`src/rtl/csm_pkg.sv`:
```
package csm_pkg;
  localparam int unsigned CSM_W_DEF   = 8;
  localparam int unsigned CSM_GRP_DEF = 4;

  function automatic int unsigned csm_groups(input int unsigned width, input int unsigned grp);
    return (width + grp - 1) / grp;
  endfunction
endpackage

```
`src/rtl/csm_ppgen.sv`:
```
module csm_ppgen #(
  parameter int unsigned W  = 8,
  parameter int unsigned PW = 2 * W
) (
  input  logic [W-1:0]          mcand,
  input  logic [W-1:0]          mplier,
  output logic [W-1:0][PW-1:0]  pp
);
  logic [PW-1:0] ext;
  assign ext = {{(PW-W){mcand[W-1]}}, mcand};

  for (genvar i = 0; i < W; i++) begin : g_pp
    if (i < W - 1) begin : g_pos
      assign pp[i] = mplier[i] ? (ext << i) : '0;
    end else begin : g_neg
      // negative weight: inverted here, +1 supplied as final carry-in
      assign pp[i] = ~(mplier[i] ? (ext << i) : '0);
    end
  end

  always_comb begin
    for (int i = 0; i < W - 1; i++) begin
      if (!mplier[i]) begin
        p_pp_zero_r2: assert (pp[i] == '0)
          else $error("R2: partial product %0d not zero", i);
      end
    end
    if (!mplier[W-1]) begin
      p_sign_pp_ones_r4: assert (pp[W-1] == '1)
        else $error("R4: idle sign partial product not all ones");
    end
  end
endmodule

```
`src/rtl/csm_csa.sv`:
```
module csm_csa #(
  parameter int unsigned PW = 16
) (
  input  logic [PW-1:0] x,
  input  logic [PW-1:0] y,
  input  logic [PW-1:0] z,
  output logic [PW-1:0] s,
  output logic [PW-1:0] c
);
  logic [PW-1:0] maj;

  assign s   = x ^ y ^ z;
  assign maj = (x & y) | (x & z) | (y & z);
  assign c   = {maj[PW-2:0], 1'b0};

  always_comb begin
    p_csa_keep_r3: assert (PW'(s + c) == PW'(x + y + z))
      else $error("R3: carry-save level lost value");
  end
endmodule

```
`src/rtl/csm_cpa.sv`:
```
module csm_cpa #(
  parameter int unsigned PW  = 16,
  parameter int unsigned GRP = 4
) (
  input  logic [PW-1:0] a,
  input  logic [PW-1:0] b,
  input  logic          cin,
  output logic [PW-1:0] sum
);
  localparam int unsigned NG = csm_pkg::csm_groups(PW, GRP);

  logic [NG:0] gc;
  assign gc[0] = cin;

  for (genvar grp = 0; grp < NG; grp++) begin : g_grp
    localparam int unsigned LO = grp * GRP;
    localparam int unsigned HI = (LO + GRP > PW) ? PW : LO + GRP;
    localparam int unsigned BW = HI - LO;

    logic [BW-1:0] g, p;
    logic [BW:0]   c;

    assign g = a[HI-1:LO] & b[HI-1:LO];
    assign p = a[HI-1:LO] ^ b[HI-1:LO];

    // lookahead: each carry formed directly from g, p and the group carry-in
    always_comb begin
      logic pr;
      c    = '0;
      c[0] = gc[grp];
      for (int k = 0; k < int'(BW); k++) begin
        c[k+1] = g[k];
        pr = p[k];
        for (int j = k - 1; j >= 0; j--) begin
          c[k+1] = c[k+1] | (pr & g[j]);
          pr = pr & p[j];
        end
        c[k+1] = c[k+1] | (pr & gc[grp]);
      end
    end

    assign sum[HI-1:LO] = p ^ c[BW-1:0];
    assign gc[grp+1]    = c[BW];
  end

  always_comb begin
    p_cpa_add_r5: assert (sum == PW'(a + b + PW'(cin)))
      else $error("R5: final adder result wrong");
  end
endmodule

```
`src/rtl/csa_array_mult.sv`:
```
module csa_array_mult #(
  parameter int unsigned W   = csm_pkg::CSM_W_DEF,
  parameter int unsigned GRP = csm_pkg::CSM_GRP_DEF
) (
  input  logic [W-1:0]   multiplicand_i,
  input  logic [W-1:0]   multiplier_i,
  output logic [2*W-1:0] product_o
);
  localparam int unsigned PW   = 2 * W;
  localparam int unsigned NLVL = W - 2;

  if (W < 3) begin : g_bad_width
    $error("csa_array_mult needs W >= 3");
  end

  logic [W-1:0][PW-1:0]    pp;
  logic [NLVL-1:0][PW-1:0] lvl_s;
  logic [NLVL-1:0][PW-1:0] lvl_c;

  csm_ppgen #(.W(W), .PW(PW)) u_pp (
    .mcand  (multiplicand_i),
    .mplier (multiplier_i),
    .pp     (pp)
  );

  for (genvar k = 0; k < NLVL; k++) begin : g_lvl
    if (k == 0) begin : g_first
      csm_csa #(.PW(PW)) u_csa (
        .x (pp[0]), .y (pp[1]), .z (pp[2]),
        .s (lvl_s[k]), .c (lvl_c[k])
      );
    end else begin : g_next
      csm_csa #(.PW(PW)) u_csa (
        .x (lvl_s[k-1]), .y (lvl_c[k-1]), .z (pp[k+2]),
        .s (lvl_s[k]), .c (lvl_c[k])
      );
    end
  end

  csm_cpa #(.PW(PW), .GRP(GRP)) u_cpa (
    .a   (lvl_s[NLVL-1]),
    .b   (lvl_c[NLVL-1]),
    .cin (1'b1),
    .sum (product_o)
  );

  always_comb begin
    p_product_r1: assert ($signed(product_o) == $signed(multiplicand_i) * $signed(multiplier_i))
      else $error("R1: product mismatch");
    if (multiplicand_i == {1'b1, {(W-1){1'b0}}} && multiplier_i == {1'b1, {(W-1){1'b0}}}) begin
      p_minmin_r6: assert (product_o == (PW'(1) << (PW - 2)))
        else $error("R6: most negative square wrong");
    end
  end
endmodule

```
`config.mk`:
```
export PLATFORM = sky130hd
export DESIGN_NAME = csa_array_mult
export DESIGN_NICKNAME = d
export VERILOG_FILES = /design/src/rtl/csm_pkg.sv /design/src/rtl/csm_ppgen.sv /design/src/rtl/csm_csa.sv /design/src/rtl/csm_cpa.sv /design/src/rtl/csa_array_mult.sv
export SDC_FILE = /design/constraint.sdc
export NUM_CORES = 1
export LEC_CHECK = 0
export ABC_AREA = 1
export BUFFER_PORTS_ARGS = -buffer_cell sky130_fd_sc_hd__buf_4
export CAP_MARGIN = 20
export CORE_ASPECT_RATIO = 0.8
export CORE_MARGIN = 4
export CORE_UTILIZATION = 60
export DETAILED_ROUTE_END_ITERATION = 10
export PLACE_DENSITY_LB_ADDON = 0.08
export SYNTH_ARGS = -nofsm -noshare
export SYNTH_HDL_FRONTEND = slang
export SYNTH_SLANG_ARGS = --single-unit
```
`constraint.sdc`:
```
create_clock -name vclk -period 15.17
set_clock_uncertainty 0.15 [all_clocks]
set_input_delay 3.034 -clock vclk [all_inputs]
set_output_delay 3.034 -clock vclk [all_outputs]
set_load 0.01 [all_outputs]
```
# Yosys cells after proc, flatten, opt, wreduce, memory -nomap -nowiden
# Cells that the tools add are included.
totals:
  reg_bits: 0
  inputBits: 16
  output_inout_bits: 16
  wordCells: 152
classes:
  muxes: 8
  bitwise_logic: 144
op_table:
  columns: ["cell", "count"]
  rows:
  - ["AND 15 bit", 18]
  - ["XOR 16 bit", 12]
  - ["OR 15 bit", 12]
  - ["2-to-1 mux 16 bit", 8]
  - ["AND 1 bit", 53]
  - ["OR 1 bit", 36]
  - ["XOR 4 bit", 8]
  - ["NOT 16 bit", 1]
  - ["AND 4 bit", 3]
  - ["AND 3 bit", 1]

# Depth between registers and ports, before layout
depth:
  word_depth: 32
  mapped_depth: 26

# Hierarchy
# Synthesis repeated with hierarchy kept, for this count alone.
hier_totals:
  cells_unflattened: 457
  area_unflattened_um2: 3873.7
modules_own_cells:
  columns: ["mod", "instances", "cells_per_inst", "area_per_inst_um2", "seq_area_each_um2"]
  rows:
  - ["csm_csa", 6, 26, 346.6, 0.0]
  - ["csm_ppgen", 1, 202, 1114.8, 0.0]
  - ["csm_cpa", 1, 98, 675.6, 0.0]
  - ["csa_array_mult", 1, 1, 3.8, 0.0]

# Least setup slack after synthesis
# No wires, ideal clock.
synth_timing:
  path_type: "input to output"
  startpoint: "input port multiplicand_i[7]"
  endpoint: "output port product_o[13]"
  arrival_ns: 7.825
  setup_slack_ns: 4.161
  cell_stages: 17
  path_buffers: 1
  cell_sequence: "clkbuf_1 nand2_1 fa_1 inv_1 fa_1 fa_1 inv_1 fa_1 fa_1 inv_1 fa_1 ha_1 a21oi_1 and3_4 nand2_4 fa_1 xor2_1"
synth_between:
  elab_chain_len: 26
synth_lines:
  columns: ["element", "line_no", "text"]
  rows:
  - ["start, declared", "csa_array_mult.sv:5", "input logic [W-1:0] multiplicand_i,"]
  - ["2-to-1 mux 16 bit", "csm_ppgen.sv:14", "assign pp[i] = mplier[i] ? (ext << i) : '0;"]
  - ["AND 15 bit or XOR 16 bit (tied branches)", "csm_csa.sv:13, csm_csa.sv:12", null]
  - ["OR 15 bit or XOR 16 bit (tied branches)", "csm_csa.sv:13, csm_csa.sv:12", null]
  - ["OR 15 bit (tied with other cells)", "csm_csa.sv:13", "assign maj = (x & y) | (x & z) | (y & z);"]
  - ["AND 15 bit (tied with other cells)", "csm_csa.sv:13", null]
  - ["OR 15 bit (tied with other cells) (2 in a row)", "csm_csa.sv:13", null]
  - ["AND 15 bit (tied with other cells)", "csm_csa.sv:13", null]
  - ["OR 15 bit (tied with other cells) (2 in a row)", "csm_csa.sv:13", null]
  - ["[7 not listed]", null, null]
  - ["XOR 4 bit", "csm_cpa.sv:24", "assign p = a[HI-1:LO] ^ b[HI-1:LO];"]
  - ["AND 1 bit (on tied branches)", "csm_cpa.sv:35, csm_cpa.sv:36", null]
  - ["OR 1 bit (tied with other cells) (2 in a row)", "csm_cpa.sv:35", "c[k+1] = c[k+1] | (pr & g[j]);"]
  - ["OR 1 bit or AND 1 bit (tied branches)", "csm_cpa.sv:35, csm_cpa.sv:38", null]
  - ["OR 1 bit", "csm_cpa.sv:38", "c[k+1] = c[k+1] | (pr & gc[grp]);"]
  - ["AND 1 bit", "csm_cpa.sv:38", null]
  - ["OR 1 bit", "csm_cpa.sv:38", null]
  - ["XOR 4 bit *", "csm_cpa.sv:42", "assign sum[HI-1:LO] = p ^ c[BW-1:0];"]
  - ["end, declared", "csa_array_mult.sv:7", "output logic [2*W-1:0] product_o"]
# Mark *: on every way between the ends. The rest lies on a longest branch, timed or not.

# Final worst setup path
layout_timing:
  startpoint: "input port multiplier_i[2]"
  endpoint: "output port product_o[13]"
layout_between:
  elab_chain_len: 29
layout_lines:
  columns: ["element", "line_no", "text"]
  rows:
  - ["start, declared", "csa_array_mult.sv:6", "input logic [W-1:0] multiplier_i,"]
  - ["2-to-1 mux 16 bit *", "csm_ppgen.sv:14", null]
  - ["AND 15 bit", "csm_csa.sv:13", null]
  - ["OR 15 bit (2 in a row)", "csm_csa.sv:13", null]
  - ["AND 15 bit or XOR 16 bit (tied branches)", "csm_csa.sv:13, csm_csa.sv:12", null]
  - ["OR 15 bit or XOR 16 bit (tied branches)", "csm_csa.sv:13, csm_csa.sv:12", null]
  - ["OR 15 bit or AND 15 bit (tied branches)", "csm_csa.sv:13", null]
  - ["AND 15 bit (tied with other cells)", "csm_csa.sv:13", null]
  - ["OR 15 bit or XOR 16 bit (tied branches)", "csm_csa.sv:13, csm_csa.sv:12", null]
  - ["[11 not listed]", null, null]
  - ["OR 1 bit (tied with other cells) (2 in a row)", "csm_cpa.sv:35", null]
  - ["OR 1 bit or AND 1 bit (tied branches)", "csm_cpa.sv:35, csm_cpa.sv:38", null]
  - ["OR 1 bit", "csm_cpa.sv:38", null]
  - ["AND 1 bit", "csm_cpa.sv:38", null]
  - ["OR 1 bit", "csm_cpa.sv:38", null]
  - ["AND 1 bit", "csm_cpa.sv:38", null]
  - ["OR 1 bit", "csm_cpa.sv:38", null]
  - ["XOR 4 bit *", "csm_cpa.sv:42", null]
# Marks and branches as above.

==> metrics.txt <==
status completed; WP data required 11.99 ns; total number of vias about 1,600; pre-CTS setup slack approximately 4 ns; RSZ-0062 raised after global routing no; Mapped Area 2150 sq um; register area 0 sq um; Synth Area in Simple Gates 0.209; Post-synth top cells inv_1 (80), nand2_1 (80), fa_1 (50); crit path launch multiplier_i[2]; ANT nets after route 0; fmax 90.0 MHz; CP Capture Type output pin; hold_buf cts 0; Worst Setup Slack, final 4.06 ns; Fin. Hold Viols 0; CORE AREA roughly 3400 sq um; Max Cap Viol 0; nature of the critical path startpoint input pin; initial antenna violation count 0; initial core utilization 0.623; post-synthesis adder-cell area fraction 0.571; syn_nets around 370; vias in the first global route about 1,600; Syn. warnings 0; post-synthesis compound-gate area fraction 0.0163; Die Area about 4600 sq um; drt via density 4.75; first-pass GRT wire length ~6.3 mm; period utilization 0.733; Worst-Margin Slew ~0.23 ns; IO Port Bufs 32; P&R area growth vs syn 10.8%; DIE WIDTH 74.9 um; placed cell count between 300 and 400; CTS resizes 0; Post-Route WL 3.35 mm; total grt overflow 0; # nets final ~380; Pre-antenna DRT Iters 4; drt initial violations 29; Tightest Hold Check Type input pin to output pin; Synth area leaders fa_1 (47%), inv_1 (14%), nand2_1 (14%); final routed DRC violation total 0; Setup Viol. Count Final 0; Antenna Cells 0; distinct cell type count after synthesis 21; Seq cells 0; routed length per instance 9.84 um; Post CTS Setup Buffer Count 0; post-synth top area cell fa_1; peak fanout along the critical path 8; syn avg cell area 7.61 sq um; number of clock buffers in the layout 0; DP Wirelength 3.22 mm; Synth Instances 282; Placement Rows 19; total track usage 0.169; share of layout cells above drive strength 1 0.151; largest family of logic cells by synthesized area adder cells; routability congestion estimate 0.781; Synth Area in XOR/XNOR 0.0326; Hold Crit Depth 4; WHS Endpoint product_o[0]; largest net degree at the start of global routing 9; Non-Filler Instances 340; top cell type's share of synthesized area 0.466; sequential area share after synthesis 0; Hold Crit Start multiplicand_i[0]; multiplexer area fraction after synthesis 0; DIE HEIGHT 61.5 um; kind of critical path input pin to output pin; Ports 32; min Tclk post-route approximately 11 ns; headroom to the max-slew limit 0.846; Fin Setup TNS 0 ns; Slew Viols, Final 0; crit path DAT 7.93 ns; WHS 6.24 ns
worst max-delay path by stage:
| stage | cells after the start | slack, ns | endpoint |
|---|---|---|---|
| floorplan | 17 | 4.16 | product_o[13] |
| global placement | 18 | 4.15 | product_o[13] |
| detailed placement | 18 | 4.02 | product_o[13] |
| CTS | 18 | 4.03 | product_o[13] |
| global route | 18 | 3.78 | product_o[13] |
| finish | 18 | 4.06 | product_o[13] |
routing by layer:
| metal | up-vias | global-route usage | wire, um |
|---|---|---|---|
| met2 | 14 | 0.316 | 1730 |
| li1 | 819 | - | - |
| met4 | 0 | 0.00508 | 0 |
| met5 | - | 0 | 0 |
| met1 | 783 | 0.236 | 1530 |
| met3 | 0 | 0.00326 | 81 |
through the flow:
step           area, sq um   util
3_3_place_gp          2380  0.690
5_1_grt               2380  0.690
3_5_place_dp          2380  0.690
2_1_floorplan         2150      -
6_report              2380  0.690
4_1_cts               2380  0.690
cells in the final DEF (no fill, tap or decap):
| cell | synthesis | layout |
|---|---|---|
| a21oi_1 | 4 | 4 |
| a21oi_2 | 1 | 1 |
| a31oi_1 | 1 | 1 |
| and3_4 | 1 | 1 |
| buf_4 | 0 | 32 |
| clkinv_1 | 1 | 1 |
| fa_1 | 50 | 50 |
| ha_1 | 18 | 18 |
| inv_1 | 80 | 80 |
| inv_2 | 1 | 1 |
| nand2_1 | 80 | 80 |
| nand2_2 | 3 | 3 |
| nand2_4 | 3 | 3 |
| nand3_1 | 5 | 5 |
| nand3_2 | 1 | 1 |
| nand4_1 | 2 | 2 |
| nor2_1 | 4 | 4 |
| nor2_2 | 2 | 2 |
| or2_4 | 1 | 1 |
| xnor2_1 | 5 | 5 |
| xor2_1 | 3 | 3 |
logic make-up after synthesis:
kind of cell / count (synthesis)
xor+xnor: 8
compound gates: 6
simple gates: 102
fa+ha+maj: 68
buf+inv: 98
area by class of cell:
| type | instances | area, sq um |
|---|---|---|
| Fill cell | 316 | 1070 |
| Multi-Input combinational cell | 184 | 1780 |
| Inverter | 82 | 308 |
| Tap cell | 42 | 52.6 |
| Timing Repair Buffer | 32 | 240 |
critical path: stages:
cell and delay (ns):
buf_4 0.13, nand2_1 0.08, fa_1 0.59, inv_1 0.07
fa_1 0.48, fa_1 0.55, inv_1 0.06, fa_1 0.44
fa_1 0.48, inv_1 0.05, fa_1 0.43, ha_1 0.36
a21oi_1 0.16, and3_4 0.21, nand2_4 0.06, fa_1 0.42
xor2_1 0.16, buf_4 0.14
Power is not shown: default switching activity piles up to over one toggle a cycle in this logic, so the estimate is an artifact.
